### src/rtl/stack_core_pkg.sv
package stack_core_pkg;

   typedef enum logic [1:0] {
      SYL_LIT  = 2'b00,
      SYL_REF  = 2'b01,
      SYL_OP   = 2'b10,
      SYL_ADDR = 2'b11
   } syl_kind_e;

   localparam logic [5:0] OP_NOP  = 6'h00;
   localparam logic [5:0] OP_ADD  = 6'h01;
   localparam logic [5:0] OP_SUB  = 6'h02;
   localparam logic [5:0] OP_AND  = 6'h03;
   localparam logic [5:0] OP_OR   = 6'h04;
   localparam logic [5:0] OP_EQV  = 6'h05;
   localparam logic [5:0] OP_NOT  = 6'h06;
   localparam logic [5:0] OP_EQ   = 6'h08;
   localparam logic [5:0] OP_NE   = 6'h09;
   localparam logic [5:0] OP_LT   = 6'h0A;
   localparam logic [5:0] OP_LE   = 6'h0B;
   localparam logic [5:0] OP_GT   = 6'h0C;
   localparam logic [5:0] OP_GE   = 6'h0D;
   localparam logic [5:0] OP_XCH  = 6'h10;
   localparam logic [5:0] OP_DUP  = 6'h11;
   localparam logic [5:0] OP_DEL  = 6'h12;
   localparam logic [5:0] OP_ST   = 6'h18;
   localparam logic [5:0] OP_STK  = 6'h19;
   localparam logic [5:0] OP_LD   = 6'h1A;
   localparam logic [5:0] OP_JF   = 6'h20;
   localparam logic [5:0] OP_JB   = 6'h21;
   localparam logic [5:0] OP_JCF  = 6'h22;
   localparam logic [5:0] OP_JCB  = 6'h23;

   typedef enum logic [3:0] {
      X_NOP, X_PUSH, X_BIN, X_UN, X_XCH, X_DUP, X_DEL,
      X_ST, X_STK, X_LD, X_JMP, X_JC
   } exec_e;

   typedef struct packed {
      exec_e      act;
      logic [1:0] pops;
      logic [1:0] pushes;
      logic       back;
   } dec_s;

endpackage

### src/rtl/stack_core_dec.sv
module stack_core_dec
   import stack_core_pkg::*;
(
   input  logic [1:0] kind,
   input  logic [5:0] op,
   output dec_s       dec
);

   always_comb begin
      dec = '{act: X_NOP, pops: 2'd0, pushes: 2'd0, back: 1'b0};
      if (syl_kind_e'(kind) != SYL_OP) begin
         dec.act    = X_PUSH;
         dec.pushes = 2'd1;
      end else begin
         unique case (op)
            OP_ADD, OP_SUB, OP_AND, OP_OR, OP_EQV,
            OP_EQ, OP_NE, OP_LT, OP_LE, OP_GT, OP_GE: begin
               dec.act = X_BIN; dec.pops = 2'd2; dec.pushes = 2'd1;
            end
            OP_NOT: begin dec.act = X_UN;  dec.pops = 2'd1; dec.pushes = 2'd1; end
            OP_XCH: begin dec.act = X_XCH; dec.pops = 2'd2; dec.pushes = 2'd2; end
            OP_DUP: begin dec.act = X_DUP; dec.pops = 2'd1; dec.pushes = 2'd2; end
            OP_DEL: begin dec.act = X_DEL; dec.pops = 2'd1; end
            OP_ST:  begin dec.act = X_ST;  dec.pops = 2'd2; end
            OP_STK: begin dec.act = X_STK; dec.pops = 2'd2; dec.pushes = 2'd1; end
            OP_LD:  begin dec.act = X_LD;  dec.pops = 2'd1; dec.pushes = 2'd1; end
            OP_JF, OP_JB: begin
               dec.act = X_JMP; dec.pops = 2'd1; dec.back = (op == OP_JB);
            end
            OP_JCF, OP_JCB: begin
               dec.act = X_JC; dec.pops = 2'd2; dec.back = (op == OP_JCB);
            end
            default: dec.act = X_NOP;
         endcase
      end
   end

endmodule

### src/rtl/stack_core_alu.sv
module stack_core_alu
   import stack_core_pkg::*;
#(
   parameter int W          = 48,
   parameter bit CMP_SIGNED = 1'b1
) (
   input  logic [5:0]   op,
   input  logic [W-1:0] a,
   input  logic [W-1:0] b,
   output logic [W-1:0] res
);

   logic lt;
   logic eq;

   assign eq = (a == b);

   generate
      if (CMP_SIGNED) begin : g_signed
         assign lt = ($signed(a) < $signed(b));
      end else begin : g_unsigned
         assign lt = (a < b);
      end
   endgenerate

   always_comb begin
      unique case (op)
         OP_ADD:  res = a + b;
         OP_SUB:  res = a - b;
         OP_AND:  res = a & b;
         OP_OR:   res = a | b;
         OP_EQV:  res = ~(a ^ b);
         OP_NOT:  res = ~b;
         OP_EQ:   res = W'(eq);
         OP_NE:   res = W'(!eq);
         OP_LT:   res = W'(lt);
         OP_LE:   res = W'(lt || eq);
         OP_GT:   res = W'(!lt && !eq);
         OP_GE:   res = W'(!lt);
         default: res = '0;
      endcase
   end

endmodule

### src/rtl/stack_core_stk.sv
module stack_core_stk #(
   parameter  int W     = 48,
   parameter  int DEPTH = 32,
   localparam int PW    = $clog2(DEPTH),
   localparam int SPW   = $clog2(DEPTH + 1)
) (
   input  logic           clk,
   input  logic           rst_n,
   input  logic           we_a,
   input  logic [PW-1:0]  ix_a,
   input  logic [W-1:0]   d_a,
   input  logic           we_b,
   input  logic [PW-1:0]  ix_b,
   input  logic [W-1:0]   d_b,
   input  logic           sp_we,
   input  logic [SPW-1:0] sp_d,
   output logic [SPW-1:0] sp,
   output logic [W-1:0]   top,
   output logic [W-1:0]   sec
);

   logic [W-1:0]   cells [DEPTH];
   logic [SPW-1:0] sp_q;

   always_ff @(posedge clk) begin
      if (we_a) cells[ix_a] <= d_a;
      if (we_b) cells[ix_b] <= d_b;
   end

   always_ff @(posedge clk) begin
      if (!rst_n)     sp_q <= '0;
      else if (sp_we) sp_q <= sp_d;
   end

   assign sp  = sp_q;
   assign top = cells[PW'(sp_q - SPW'(1))];
   assign sec = cells[PW'(sp_q - SPW'(2))];

   // occupancy never passes the configured depth
   p_depth_bound_r11: assert property (@(posedge clk) disable iff (!rst_n)
      sp_q <= SPW'(DEPTH));

   // one syllable grows the stack by at most one entry
   p_grow_step_r11: assert property (@(posedge clk) disable iff (!rst_n)
      (sp_q > $past(sp_q)) |-> (sp_q == $past(sp_q) + SPW'(1)));

endmodule

### src/rtl/stack_core.sv
module stack_core
   import stack_core_pkg::*;
#(
   parameter int          W          = 48,
   parameter int          SYL_W      = 12,
   parameter int          DEPTH      = 32,
   parameter int          AW         = 15,
   parameter int          IDX_W      = 10,
   parameter int          OFF_W      = 10,
   parameter logic [14:0] RESET_PC   = 15'd0,
   parameter bit          CMP_SIGNED = 1'b1
) (
   input  logic          clk,
   input  logic          rst_n,
   output logic          ifetch_req,
   output logic [AW-1:0] ifetch_addr,
   input  logic          ifetch_valid,
   input  logic [W-1:0]  ifetch_word,
   output logic [IDX_W-1:0] ref_idx,
   input  logic [W-1:0]  ref_data,
   output logic          dmem_we,
   output logic [AW-1:0] dmem_addr,
   output logic [W-1:0]  dmem_wdata,
   input  logic [W-1:0]  dmem_rdata,
   output logic          stk_err
);

   localparam int SLOTS = W / SYL_W;
   localparam int SLW   = (SLOTS > 1) ? $clog2(SLOTS) : 1;
   localparam int PW    = $clog2(DEPTH);
   localparam int SPW   = $clog2(DEPTH + 1);

   generate
      if (W % SYL_W != 0) begin : g_bad_pack
         $error("word width must hold a whole number of syllables");
      end
      if (SYL_W != IDX_W + 2) begin : g_bad_syl
         $error("syllable must be a 2-bit kind plus the index field");
      end
      if ((1 << PW) != DEPTH) begin : g_bad_depth
         $error("stack depth must be a power of two");
      end
      if (OFF_W > AW || AW > W || IDX_W < 6) begin : g_bad_width
         $error("offset, address and index widths are inconsistent");
      end
   endgenerate

   typedef enum logic [1:0] {ST_FETCH, ST_EXEC, ST_HALT} seq_e;

   seq_e             state;
   logic [AW-1:0]    pc;
   logic [W-1:0]     word_q;
   logic [SLW-1:0]   slot;
   logic             err_q;

   logic [SYL_W-1:0] lanes [SLOTS];
   logic [SYL_W-1:0] syl;

   for (genvar g = 0; g < SLOTS; g++) begin : g_lane
      assign lanes[g] = word_q[W-1-g*SYL_W -: SYL_W];
   end
   assign syl = lanes[slot];

   dec_s             dec;
   logic [W-1:0]     alu_res;
   logic [W-1:0]     top, sec;
   logic [SPW-1:0]   sp;

   stack_core_dec u_dec (
      .kind (syl[SYL_W-1 -: 2]),
      .op   (syl[5:0]),
      .dec  (dec)
   );

   stack_core_alu #(.W(W), .CMP_SIGNED(CMP_SIGNED)) u_alu (
      .op  (syl[5:0]),
      .a   (sec),
      .b   (top),
      .res (alu_res)
   );

   logic           we_a, we_b, sp_we;
   logic [PW-1:0]  ix_a, ix_b;
   logic [W-1:0]   d_a, d_b;
   logic [SPW:0]   spx, need;
   logic           under, over, fault, go, take;
   logic [W-1:0]   push_val;
   logic [AW-1:0]  target;

   stack_core_stk #(.W(W), .DEPTH(DEPTH)) u_stk (
      .clk   (clk),
      .rst_n (rst_n),
      .we_a  (we_a),
      .ix_a  (ix_a),
      .d_a   (d_a),
      .we_b  (we_b),
      .ix_b  (ix_b),
      .d_b   (d_b),
      .sp_we (sp_we),
      .sp_d  (need[SPW-1:0]),
      .sp    (sp),
      .top   (top),
      .sec   (sec)
   );

   always_comb begin
      unique case (syl_kind_e'(syl[SYL_W-1 -: 2]))
         SYL_REF:  push_val = ref_data;
         SYL_ADDR: push_val = W'(ref_data[AW-1:0]);
         default:  push_val = W'(syl[IDX_W-1:0]);
      endcase
   end

   assign spx   = {1'b0, sp};
   assign need  = spx - (SPW+1)'(dec.pops) + (SPW+1)'(dec.pushes);
   assign under = spx < (SPW+1)'(dec.pops);
   assign over  = !under && (need > (SPW+1)'(DEPTH));
   assign fault = (state == ST_EXEC) && (under || over);
   assign go    = (state == ST_EXEC) && !fault;
   assign take  = go && ((dec.act == X_JMP) || (dec.act == X_JC && sec != '0));
   assign target = dec.back ? pc - AW'(top[OFF_W-1:0]) : pc + AW'(top[OFF_W-1:0]);

   always_comb begin
      we_a  = 1'b0;
      we_b  = 1'b0;
      ix_a  = PW'(sp - SPW'(1));
      ix_b  = PW'(sp - SPW'(2));
      d_a   = alu_res;
      d_b   = top;
      sp_we = go;
      if (go) begin
         unique case (dec.act)
            X_PUSH: begin we_a = 1'b1; ix_a = PW'(sp); d_a = push_val; end
            X_BIN:  begin we_a = 1'b1; ix_a = PW'(sp - SPW'(2)); end
            X_UN:   we_a = 1'b1;
            X_XCH:  begin we_a = 1'b1; d_a = sec; we_b = 1'b1; end
            X_DUP:  begin we_a = 1'b1; ix_a = PW'(sp); d_a = top; end
            X_LD:   begin we_a = 1'b1; d_a = dmem_rdata; end
            default: ;
         endcase
      end
   end

   assign dmem_addr  = top[AW-1:0];
   assign dmem_wdata = sec;
   assign dmem_we    = go && (dec.act == X_ST || dec.act == X_STK);

   always_ff @(posedge clk) begin
      if (!rst_n) begin
         state  <= ST_FETCH;
         pc     <= AW'(RESET_PC);
         word_q <= '0;
         slot   <= '0;
         err_q  <= 1'b0;
      end else begin
         unique case (state)
            ST_FETCH: if (ifetch_valid) begin
               word_q <= ifetch_word;
               slot   <= '0;
               state  <= ST_EXEC;
            end
            ST_EXEC: begin
               if (fault) begin
                  err_q <= 1'b1;
                  state <= ST_HALT;
               end else if (take) begin
                  pc    <= target;
                  state <= ST_FETCH;
               end else if (slot == SLW'(SLOTS - 1)) begin
                  pc    <= pc + AW'(1);
                  state <= ST_FETCH;
               end else begin
                  slot  <= slot + SLW'(1);
               end
            end
            default: state <= ST_HALT;
         endcase
      end
   end

   assign ifetch_req  = (state == ST_FETCH);
   assign ifetch_addr = pc;
   assign ref_idx     = syl[IDX_W-1:0];
   assign stk_err     = err_q;

   // an accepted word is executed before another fetch is made
   p_fetch_once_r1: assert property (@(posedge clk) disable iff (!rst_n)
      (ifetch_req && ifetch_valid) |=> !ifetch_req);

   // the error flag, once raised, stays raised
   p_err_sticky_r11: assert property (@(posedge clk) disable iff (!rst_n)
      stk_err |=> stk_err);

   // a halted core neither fetches nor writes
   p_halt_quiet_r11: assert property (@(posedge clk) disable iff (!rst_n)
      stk_err |-> (!ifetch_req && !dmem_we));

   // the word address holds while a word's syllables execute
   p_pc_hold_r1: assert property (@(posedge clk) disable iff (!rst_n)
      (!ifetch_req && !$past(ifetch_req) && !stk_err) |-> $stable(ifetch_addr));

endmodule

### config.mk
export PLATFORM = sky130hd
export DESIGN_NAME = stack_core
export DESIGN_NICKNAME = d
export VERILOG_FILES = /design/src/rtl/stack_core_pkg.sv /design/src/rtl/stack_core_dec.sv /design/src/rtl/stack_core_alu.sv /design/src/rtl/stack_core_stk.sv /design/src/rtl/stack_core.sv
export SDC_FILE = /design/constraint.sdc
export NUM_CORES = 2
export LEC_CHECK = 0
export BUFFER_PORTS_ARGS = -buffer_cell sky130_fd_sc_hd__buf_4
export CORE_UTILIZATION = 36
export CTS_CLUSTER_DIAMETER = 60
export DETAILED_ROUTE_END_ITERATION = 10
export SYNTH_ARGS = -nofsm -noshare
export SYNTH_HDL_FRONTEND = slang
export SYNTH_SLANG_ARGS = --single-unit
### constraint.sdc
create_clock -name clk -period 12.8 [get_ports clk]
set_clock_uncertainty 0.2 [all_clocks]
set_input_delay 2.56 -clock clk [delete_from_list [all_inputs] [get_ports clk]]
set_output_delay 2.56 -clock clk [all_outputs]
set_load 0.01 [all_outputs]
==> impl.org <==
** Synthesis
- Share of synthesized flip-flops with an asynchronous set or reset :: 0%
- Yosys warns :: 0
- When the netlist entered floorplanning its net count stood at 9041.
- Yosys reg bits :: 1610
- In the synthesized netlist, the number of instances is 8711.
- Among all flip-flop cells after synthesis, the most frequent one is sky130_fd_sc_hd__edfxtp_1.
- Number of enable flip-flop cells after synthesis :: roughly 1500
- Of the post-synthesis cell area, the dominant cell type holds between 40% and 50%.
- Area contributors post-synth :: sky130_fd_sc_hd__edfxtp_1 (45%), sky130_fd_sc_hd__mux4_2 (19%), sky130_fd_sc_hd__a21oi_1 (4.2%), sky130_fd_sc_hd__nand2_1 (3.7%), sky130_fd_sc_hd__nor2_1 (3.4%)
- Cell taking the most area after synthesis :: sky130_fd_sc_hd__edfxtp_1
- The average instance in the mapped netlist occupies 11.7 µm².
- Area of the mapped netlist :: between 100000 and 150000 µm²
- The share of the Yosys chip area taken by registers is a little under half.
- After synthesis, the netlist uses 110 different library cells.

** Route
- Routed signal wires occupy layers up through met5.
- ANT nets after route :: 0
- Number of DRC violations after detailed-routing iteration 0 :: ~15000
- Dividing the detail-routed via count by the number of cells gives 6.71.
- Wires add up to about 440000 µm.
- Total via count in the routed design :: approximately 80000
- Routed wire per std cell :: between 30 and 40 µm
- For this run, design rule violations remaining after detail routing come to 0.
- The first detailed-routing pass ran for 7 iterations.
- Routed met3 length :: 62000 µm
- Summed over all nets, wire length on met2 after detailed routing comes to 188000 µm.
- The detailed router put a total of 159000 µm of wire on met1.

** Die
- Number of top-level pins :: between 200 and 250
- In this run the standard cell core region covers 280000 µm².
- The die covers 285000 µm².
- The initialized floorplan defines 194 standard-cell rows.
- Initial Utilization :: ~36%
- In this run the vertical extent of the chip is about 530 µm.
- In this run the horizontal extent of the chip is 534 µm.

** Worst setup path
- STA classifies the critical path startpoint as a flop.
- In this design, the stage delay of the slowest critical-path cell is 1.00 ns.
- The signal on the critical path passes through mux4_2 -> nor2_1 -> mux2i_1 -> o32ai_1 -> a21oi_1 -> nor2_1 -> ha_1 -> inv_1 -> ha_1 -> fa_1 -> a21oi_1 -> o21bai_1 -> a2111oi_0 -> o31a_1 -> o211ai_1 -> buf_4 -> nor2_1 -> and2_1 -> nand2_4 -> o21ai_4 -> buf_4.
- Arrival time reported for the critical path endpoint :: 10.84 ns
- Maximum fanout along the worst path :: between 50 and 60
- Type of the setup path with the least slack :: flop to flop
- Family of cells with the greatest summed delay on the critical path :: simple AND/OR/NAND/NOR gates
- Cell with the most instances on the worst path :: sky130_fd_sc_hd__nor2_1
- On the critical path, the stage with the largest delay is an instance of sky130_fd_sc_hd__buf_4.
- STA classifies the critical path endpoint as a flop.
- The critical path contains buffers and inverters numbering 3 combined.
- Required @ worst endpoint :: 13.07 ns
- Setup slack on the worst flop-to-flop path :: ~2.2 ns

** CTS
- The clock tree synthesis step divided the H-tree into 4 levels.
- TritonCTS clock tree :: done
- TritonCTS buffer count :: 183
- Clk slew on worst S/H paths :: 0.06 ns
- Buffers added to address setup during post-CTS repair amount to 0.
- No sink is reached through more buffers than the 4 on the longest clock path.
- Post-CTS repair changed the size of 0 cells.
- Library cell used as clock root buffer :: sky130_fd_sc_hd__clkbuf_16
- Buffers inserted to repair hold after CTS numbered 0.
- For the worst-skew pair, the clock arrives at the later sink with an insertion delay of 0.90 ns.
- The tree built by TritonCTS fans out to 1610 sinks.

** Global route
- The number of antenna violations at the first check in global routing came to 23.
- The via count of the first global-routing pass came to 76800.
- Global-route usage over all layers :: 29.9%
- The first global-routing pass estimated between 600000 and 700000 µm of wire.
- After global routing the overflow that remains totals 0.
- Entering global routing, the biggest net connects approximately 130 pins.

** Place
- Routability-driven placement finished with a final weighted congestion of approximately 0.99.
- Count of input and output buffers :: 237
- Hpwl dp :: 282000 µm

** Final layout
- Total area of multi-input combinational cells :: 50500 µm²
- Share of cells above drive strength 1 :: 22.9%
- Area growth, synth to finish :: 10.9%
- Combined flip-flop and latch cell area :: 47600 µm²
- Total of fill cells in the finished design :: roughly 26000
- Post-layout net count :: around 8800

** STA
- After layout, the worst path uses 82.6% of the clock period.
- Setup repair after global routing left no endpoint under its margin.
- Fmax achieved :: 0.0945 GHz
- The number of slew-limit violations in the final report came to 0.
- Summed negative setup slack over all endpoints :: 0 ns
- Transition time at the pin with the least slew margin :: 1.46 ns
- The tightest hold path in the finished design has a slack of 0.252 ns.
- The worst pin sits at a relative slew slack of 2.44%.
- Hold violation total from the final report :: 0
- Setup violations remaining at the end of the flow were counted as 0.
- Final worst path period need :: 10.58 ns

** Min path
- Hold/Removal Path Class :: flop to flop

** Flow run
- Maxcap violations :: 0

** Status
- Run status :: finished clean
==> kinds of logic (layout without fill, tap and decap cells) <==
kind of cell / Yosys count / after routing / synth area share, %
DFF: 1610 / 1610 / 46.8
buffers and inverters: 1124 / 963 / 4.99
other: 0 / 5 / 0
and+or+nand+nor: 2239 / 2239 / 9.15
AOI/OAI and AO/OA: 2215 / 2215 / 12.7
adders and majority gates: 183 / 183 / 2.29
muxes: 1292 / 1292 / 23.7
xor gates and xnor gates: 48 / 48 / 0.428
==> cell usage after synthesis, types with 33 or more instances <==
library cell               count
sky130_fd_sc_hd__xnor2_1      40
sky130_fd_sc_hd__o22ai_1     132
sky130_fd_sc_hd__o21ai_1      51
sky130_fd_sc_hd__buf_4        41
sky130_fd_sc_hd__nand2_1     997
sky130_fd_sc_hd__clkbuf_1    548
sky130_fd_sc_hd__edfxtp_1   1536
sky130_fd_sc_hd__buf_2       295
sky130_fd_sc_hd__mux4_2      874
sky130_fd_sc_hd__a221oi_1     38
sky130_fd_sc_hd__a22oi_1      98
sky130_fd_sc_hd__mux2_2      135
sky130_fd_sc_hd__inv_1       164
sky130_fd_sc_hd__nand3_1      57
sky130_fd_sc_hd__dfxtp_1      74
sky130_fd_sc_hd__a21oi_1     851
sky130_fd_sc_hd__o221ai_1     40
sky130_fd_sc_hd__a211oi_1     46
sky130_fd_sc_hd__buf_6        33
sky130_fd_sc_hd__mux2i_1     278
sky130_fd_sc_hd__nor2_1      913
sky130_fd_sc_hd__nor3_1       50
sky130_fd_sc_hd__o21ai_0     668
sky130_fd_sc_hd__ha_1        178
==> cell type report <==
class / instances / area share (%)
multi-input combinational: 5977 / 44.8
sequential: 1610 / 42.2
clock buffer: 231 / 4.27
tap: 3724 / 4.13
timing repair buffer: 477 / 3.33
clock inverter: 84 / 0.677
inverter: 171 / 0.569
antenna: 5 / 0.0111
==> through the flow <==
step	instances	instance area, µm²	worst slack (ns)	utilization (%)
detailed placement	12000	107000	2.49	38.3
global placement	12000	107000	2.60	38.3
global route	12300	113000	1.94	40.3
floorplan	8711	102000	3.55	-
CTS	12300	113000	2.43	40.3
finish	12300	113000	2.22	40.3
==> state kept, by name, indices dropped and copies added, names as in the netlist <==
signal and flops:
state 2, slot 2, lanes 48, u_stk.sp 6, ifetch_addr 15, stk_err 1
u_stk.cells 1536
==> per-layer routing <==
metal / GRT usage, % / up-vias
met1: 39.2 / 41400
met3: 8.90 / 1256
li1: - / 32800
met4: 17.1 / 28
met5: 0 / -
met2: 43.8 / 6854
==> worst register-to-register path, cell delays in order (launching register included) <==
cell,delay [ns]
sky130_fd_sc_hd__dfxtp_1,0.96
sky130_fd_sc_hd__mux4_2,0.87
sky130_fd_sc_hd__nor2_1,0.38
sky130_fd_sc_hd__mux2i_1,0.13
sky130_fd_sc_hd__o32ai_1,0.16
sky130_fd_sc_hd__a21oi_1,0.11
sky130_fd_sc_hd__nor2_1,0.41
sky130_fd_sc_hd__ha_1,0.32
sky130_fd_sc_hd__inv_1,0.07
sky130_fd_sc_hd__ha_1,0.22
sky130_fd_sc_hd__fa_1,0.46
sky130_fd_sc_hd__a21oi_1,0.15
sky130_fd_sc_hd__o21bai_1,0.13
sky130_fd_sc_hd__a2111oi_0,0.44
sky130_fd_sc_hd__o31a_1,0.24
sky130_fd_sc_hd__o211ai_1,0.33
sky130_fd_sc_hd__buf_4,0.38
sky130_fd_sc_hd__nor2_1,0.64
sky130_fd_sc_hd__and2_1,0.84
sky130_fd_sc_hd__nand2_4,0.90
sky130_fd_sc_hd__o21ai_4,0.80
sky130_fd_sc_hd__buf_4,1.00
==> final timing paths <==
path                                   end  cells after the start                   start
max          u_stk.cells[31][39]$_DFFE_PP_                     21    slot[0]$_SDFFE_PN0P_
min                 lanes[14]$_SDFFE_PN0P_                      2  lanes[14]$_SDFFE_PN0P_
max reg2reg  u_stk.cells[31][39]$_DFFE_PP_                     21    slot[0]$_SDFFE_PN0P_
min reg2reg         lanes[14]$_SDFFE_PN0P_                      2  lanes[14]$_SDFFE_PN0P_
==> cell usage in the layout, fill, tap and decap left out, drive strengths merged, types with 15 or more instances in the layout <==
cell / n
a21o: 31
edfxtp: 1536
a31oi: 33
o221ai: 41
mux2: 135
o21ai: 719
nor3: 51
nor2b: 21
xnor2: 42
nor4: 28
o31ai: 15
inv: 178
a221o: 16
o22ai: 133
nor2: 914
o21bai: 25
mux4: 876
clkinv: 60
a221oi: 40
and2: 18
a21oi: 853
mux2i: 281
a22oi: 99
nand2: 997
or4: 25
nand2b: 17
nand4: 32
o21a: 18
nand3: 57
a211oi: 46
dfxtp: 74
buf: 477
clkbuf: 231
o211ai: 18
or3: 26
ha: 178
Power is left out: the tool's default activity adds up to more than one toggle a clock period on the data nets, which glitch-free logic cannot reach.
